==> src/rtl/pacing_ctrl.sv <==
module pacing_ctrl #(
  parameter int unsigned CLK_HZ   = 100_000_000,
  parameter int unsigned CTRL_MS  = 66,
  parameter int unsigned CSUM_MS  = 100,
  parameter int unsigned RW_MS    = 2000,
  parameter int unsigned GAP_MS   = 66,
  parameter int unsigned WIN_MS   = 1000,
  parameter int unsigned RATE_MAX = 2
) (
  input  logic       clk,
  input  logic       rst_n,
  input  logic       req_valid,
  input  logic [1:0] req_class,
  input  logic       xfer_done,
  output logic       grant_cmd,
  output logic       grant_read,
  output logic       stall
);

  localparam int unsigned CPM    = CLK_HZ / 1000;
  localparam int unsigned T_CTRL = CPM * CTRL_MS;
  localparam int unsigned T_CSUM = CPM * CSUM_MS;
  localparam int unsigned T_RW   = CPM * RW_MS;
  localparam int unsigned T_GAP  = CPM * GAP_MS;
  localparam int unsigned T_WIN  = CPM * WIN_MS;
  localparam int unsigned M1     = (T_CTRL > T_CSUM) ? T_CTRL : T_CSUM;
  localparam int unsigned M2     = (T_RW > T_GAP) ? T_RW : T_GAP;
  localparam int unsigned M3     = (M1 > M2) ? M1 : M2;
  localparam int unsigned MAXT   = (M3 > T_WIN) ? M3 : T_WIN;
  localparam int unsigned CW     = $clog2(MAXT + 1);

  typedef enum logic [1:0] {S_IDLE, S_WRITE, S_WAIT, S_READ} st_t;

  st_t               st;
  logic [1:0]        cls_q;
  logic [CW-1:0]     wait_q, gap_q;
  logic [RATE_MAX-1:0] busy, pick;
  logic              std_req, rate_full, read_ok;

  function automatic logic [CW-1:0] wait_for(input logic [1:0] c);
    case (c)
      2'd0:    return CW'(T_CTRL);
      2'd1:    return CW'(T_CSUM);
      2'd2:    return CW'(T_RW);
      default: return '0;
    endcase
  endfunction

  assign std_req    = req_class[1];
  assign rate_full  = &busy;
  assign read_ok    = (wait_q == '0) && (gap_q == '0);
  assign grant_cmd  = (st == S_IDLE) && req_valid && !(std_req && rate_full);
  assign grant_read = (st == S_WAIT) && read_ok;
  assign stall      = ((st == S_IDLE) && req_valid && std_req && rate_full) ||
                      ((st == S_WAIT) && !read_ok);

  always_comb begin
    logic found;
    found = 1'b0;
    pick  = '0;
    for (int i = 0; i < RATE_MAX; i++) begin
      if (!busy[i] && !found) begin
        pick[i] = 1'b1;
        found   = 1'b1;
      end
    end
  end

  for (genvar i = 0; i < RATE_MAX; i++) begin : g_slot
    logic [CW-1:0] age_q;
    assign busy[i] = (age_q != '0);
    always_ff @(posedge clk) begin
      if (!rst_n)                              age_q <= '0;
      else if (grant_cmd && std_req && pick[i]) age_q <= CW'(T_WIN - 1);
      else if (busy[i])                        age_q <= age_q - 1'b1;
    end
  end

  always_ff @(posedge clk) begin
    if (!rst_n) begin
      st     <= S_IDLE;
      cls_q  <= '0;
      wait_q <= '0;
    end else begin
      case (st)
        S_IDLE:  if (grant_cmd) begin
                   st    <= S_WRITE;
                   cls_q <= req_class;
                 end
        S_WRITE: if (xfer_done) begin
                   st     <= S_WAIT;
                   wait_q <= wait_for(cls_q);
                 end
        S_WAIT:  if (read_ok) st <= S_READ;
                 else if (wait_q != '0) wait_q <= wait_q - 1'b1;
        default: if (xfer_done) st <= S_IDLE;
      endcase
    end
  end

  always_ff @(posedge clk) begin
    if (!rst_n)                          gap_q <= '0;
    else if (st == S_READ && xfer_done)  gap_q <= CW'(T_GAP);
    else if (gap_q != '0)                gap_q <= gap_q - 1'b1;
  end

  logic [31:0] since_rd;
  always_ff @(posedge clk) begin
    if (!rst_n)                          since_rd <= 32'hFFFF_FFFF;
    else if (st == S_READ && xfer_done)  since_rd <= '0;
    else if (since_rd != 32'hFFFF_FFFF)  since_rd <= since_rd + 1;
  end

  a_r6_read_gap: assert property (@(posedge clk) disable iff (!rst_n)
    grant_read |-> (since_rd >= T_GAP));

  a_r2_wait_after_write: assert property (@(posedge clk) disable iff (!rst_n)
    (st == S_WRITE && xfer_done && cls_q != 2'd3) |=> !grant_read);

  a_r9_single_grant: assert property (@(posedge clk) disable iff (!rst_n)
    grant_cmd |=> !grant_cmd && !grant_read);

  a_r10_stall_when_held: assert property (@(posedge clk) disable iff (!rst_n)
    (st == S_IDLE && req_valid && !grant_cmd) |-> stall);

endmodule

==> config.mk <==
export PLATFORM = sky130hd
export DESIGN_NAME = pacing_ctrl
export DESIGN_NICKNAME = d
export VERILOG_FILES = /design/src/rtl/pacing_ctrl.sv
export SDC_FILE = /design/constraint.sdc
export NUM_CORES = 1
export LEC_CHECK = 0
export ABC_AREA = 1
export BUFFER_PORTS_ARGS = -buffer_cell sky130_fd_sc_hd__clkbuf_2
export CAP_MARGIN = 25
export CORE_MARGIN = 1
export CORE_UTILIZATION = 50
export DETAILED_ROUTE_END_ITERATION = 8
export GPL_TIMING_DRIVEN = 0
export PLACE_DENSITY = 0.68
export SLEW_MARGIN = 20
export SYNTH_ARGS = -nofsm -noshare
export SYNTH_HDL_FRONTEND = slang
export SYNTH_SLANG_ARGS = --single-unit
==> constraint.sdc <==
create_clock -name clk -period 1.7 [get_ports clk]
set_clock_uncertainty 0.15 [all_clocks]
set_input_delay 0.085 -clock clk [delete_from_list [all_inputs] [get_ports clk]]
set_output_delay 0.085 -clock clk [all_outputs]
set_load 0.02 [all_outputs]
==> flow_metrics.tcl <==
set metrics [dict create \
    start_util_pct 51.7 \
    grt_first_pass_wirelength_um 33800 \
    vias 7894 \
    dr.first_iter.drc_count 816 \
    arrival_ns 2.29 \
    avgViaCountPerCell 5.78 \
    routed_wl_um 24200 \
    synth_top_area_share_pct 33.7 \
    area_growth_pct 46.6 \
    status "finished, violations left" \
    setup_viol 117 \
    startpoint_type "register" \
    dieArea_sq_um 14300 \
    avgRoutedWirePerCell_um 17.7 \
    place_area_sq_um 7230 \
    synth.top_cells.by_area "dfxtp_1, nor2_1, nand2_1, inv_1, a21oi_1" \
    cts.htree.levels 4 \
    critPathMaxFanout 5 \
    tns_ns -25.72 \
    clkLatencyLatePin_ns 0.44 \
    final_max_slew_viol_count 12 \
    max_freq_mhz 474 \
    nNetsFinal 1201 \
    final_common_cell "nand2_1" \
    io_buffers 7 \
    diodes 0 \
    cp-end-kind "register" \
    dp_hpwl_um 12900 \
    worstPathRequired_ns 1.88 \
    hp-class "in -> reg" \
    hold_start "req_valid" \
    cts_buffers 17 \
    cts_sinks 116 \
    clk_pin_slew_ns 0.06 \
    antenna_found_initial 0 \
    crit_type "reg -> reg" \
    syn_area_sq_um 6900 \
    critPathLaunch "wait_q[0]$_SDFFE_PN0P_" \
    timing.final.crit_share_pct 124 \
    synth_seq_area_share_pct 33.7 \
    gr-usage-all-layers_pct 29.9 \
    num_rows 42 \
    cts_tree "done" \
    syn_nets 1061 \
    dr.pass1.iters 6 \
    drv_cap 1 \
    drive_gt1_share_pct 40.7 \
    reg2reg_from "wait_q[0]$_SDFFE_PN0P_" \
    grt_pass1_vias 7044 \
    synth_seq_cells 116 \
    timing.final.ws_setup_ns -0.409 \
    postRouteAntennaNets 0 \
    fin_crit_ns 2.11 \
    grt_max_degree 17 \
    cts_max_path_buffers 2 \
    final_area_sq_um 10100 \
    num_io_pins 9 \
    ys_warn_count 0 \
    fillers 941 \
    die_w_um 119 \
    grt-ovfl-total 0 \
    maxSlewHeadroom_pct -1.18 \
    synthCells 1039 \
    core_sq_um 13300 \
    rsz0062_at_grt "true" \
    die_height_um 119 \
    tightest_slew_ns 1.52 \
    yosysTopAreaCell "dfxtp_1" \
    syn-mean-instance-area_sq_um 6.64 \
    place_congestion 0.950 \
    layout_common_cells "nand2_1, nor2_1, buf_4" \
    synth_cell_types 44 \
    drc 0 \
    finalHoldViolCount 0 \
    violations "max-capacitance violations, max-slew violations, negative setup slack" \
    ctsRootBufferMaster "clkbuf_16" \
]
## path summary, 6_finish.rpt
path | endpoint | slack, ns | cells past startpoint
worst max-delay path | wait_q[26]$_SDFFE_PN0P_ | -0.41 | 12
worst min register to register | g_slot[1].age_q[9]$_SDFFE_PP0P_ | 0.35 | 2
worst min-delay path | g_slot[0].age_q[1]$_SDFFE_PN0P_ | 0.05 | 5
worst max register to register | wait_q[26]$_SDFFE_PN0P_ | -0.41 | 12
## sequential cells by signal (all words and copies together), names as in the netlist
signal,count
wait_q,28
st,2
cls_q,2
gap_q,28
g_slot.age_q,56
## cells in the mapped netlist, drive strengths merged
cell and count:
buf 9, o21bai 3, nor3b 1, a21oi 80, clkinv 4, a211oi 4
or2 5, a31o 4, dfxtp 116, xnor2 27, xor2 30, nand4 21
and2 4, inv 89, a32oi 1, nor2 241, a31oi 6, o21a 1
nand3b 7, nor3 29, or3 1, clkbuf 14, nand3 62, nand2 211
nor4 4, o21ai 48, ha 16, and3 1
## per-stage QoR
step | hold slack (ns) | setup WS, ns | util [%] | std cells
after floorplan | 0.0922 | -0.0781 | - | 1039
after global routing | 0.0468 | -0.493 | 75.8 | 1365
final | 0.0456 | -0.409 | 75.8 | 1365
after detailed placement | 0.227 | -0.603 | 54.1 | 1222
after CTS | 0.0187 | -0.331 | 66.9 | 1320
after global placement | 0.212 | -0.669 | 54.1 | 1222
## layer usage
layer	part of all wire (%)	vias to the layer above	track usage [%]
li1	-	3665	-
met1	40	3679	36.4
met2	48	422	49.9
met3	7.3	128	7.04
met4	4.9	0	13.2
met5	0	-	0
## cells by family after synthesis
logic type / count (synthesis) / synth area share [%]
buffers and inverters: 116 / 6.82
AND/OR/NAND/NOR: 587 / 36.9
XOR/XNOR: 57 / 7.24
flip-flops: 116 / 33.7
adder cells (fa/ha/maj): 16 / 2.90
AO/OA/AOI/OAI: 147 / 12.4
## area by class of cell
type | instances | area [sq um] | area share (%)
Multi-Input combinational cell | 809 | 5200 | 51.4
Sequential cell | 116 | 2390 | 23.7
Timing Repair Buffer | 119 | 1110 | 10.9
Clock buffer | 24 | 492 | 4.86
Inverter | 93 | 389 | 3.85
Buffer | 22 | 221 | 2.19
Tap cell | 176 | 220 | 2.18
Clock inverter | 5 | 75.1 | 0.742
Timing Repair inverter | 1 | 16.3 | 0.161
## worst max-delay path, stage by stage, from the launching register on
cell and delay, ns:
dfxtp_2 0.33, inv_4 0.08, buf_4 0.11, ha_2 0.21, nand2_2 0.11, inv_2 0.09, nand2_1 0.08, nor2_1 0.15
nand3_1 0.18, nor2_1 0.17, nand4_1 0.12, nor2_1 0.15, nor2_1 0.07
## timing repair
| action | in CTS | in global routing |
|---|---|---|
| endpoints found under the hold margin | 18 | 0 |
| hold buffers | 4 | 0 |
| gates resized for setup | 205 | 240 |
| setup buffers | 63 | 44 |
| pin swaps | 57 | 93 |
| gates cloned | 3 | 6 |
| setup endpoints to repair | 118 | 119 |
Power is left out: the tool's default activity adds up to more than one toggle a clock period on the data nets, which glitch-free logic cannot reach.
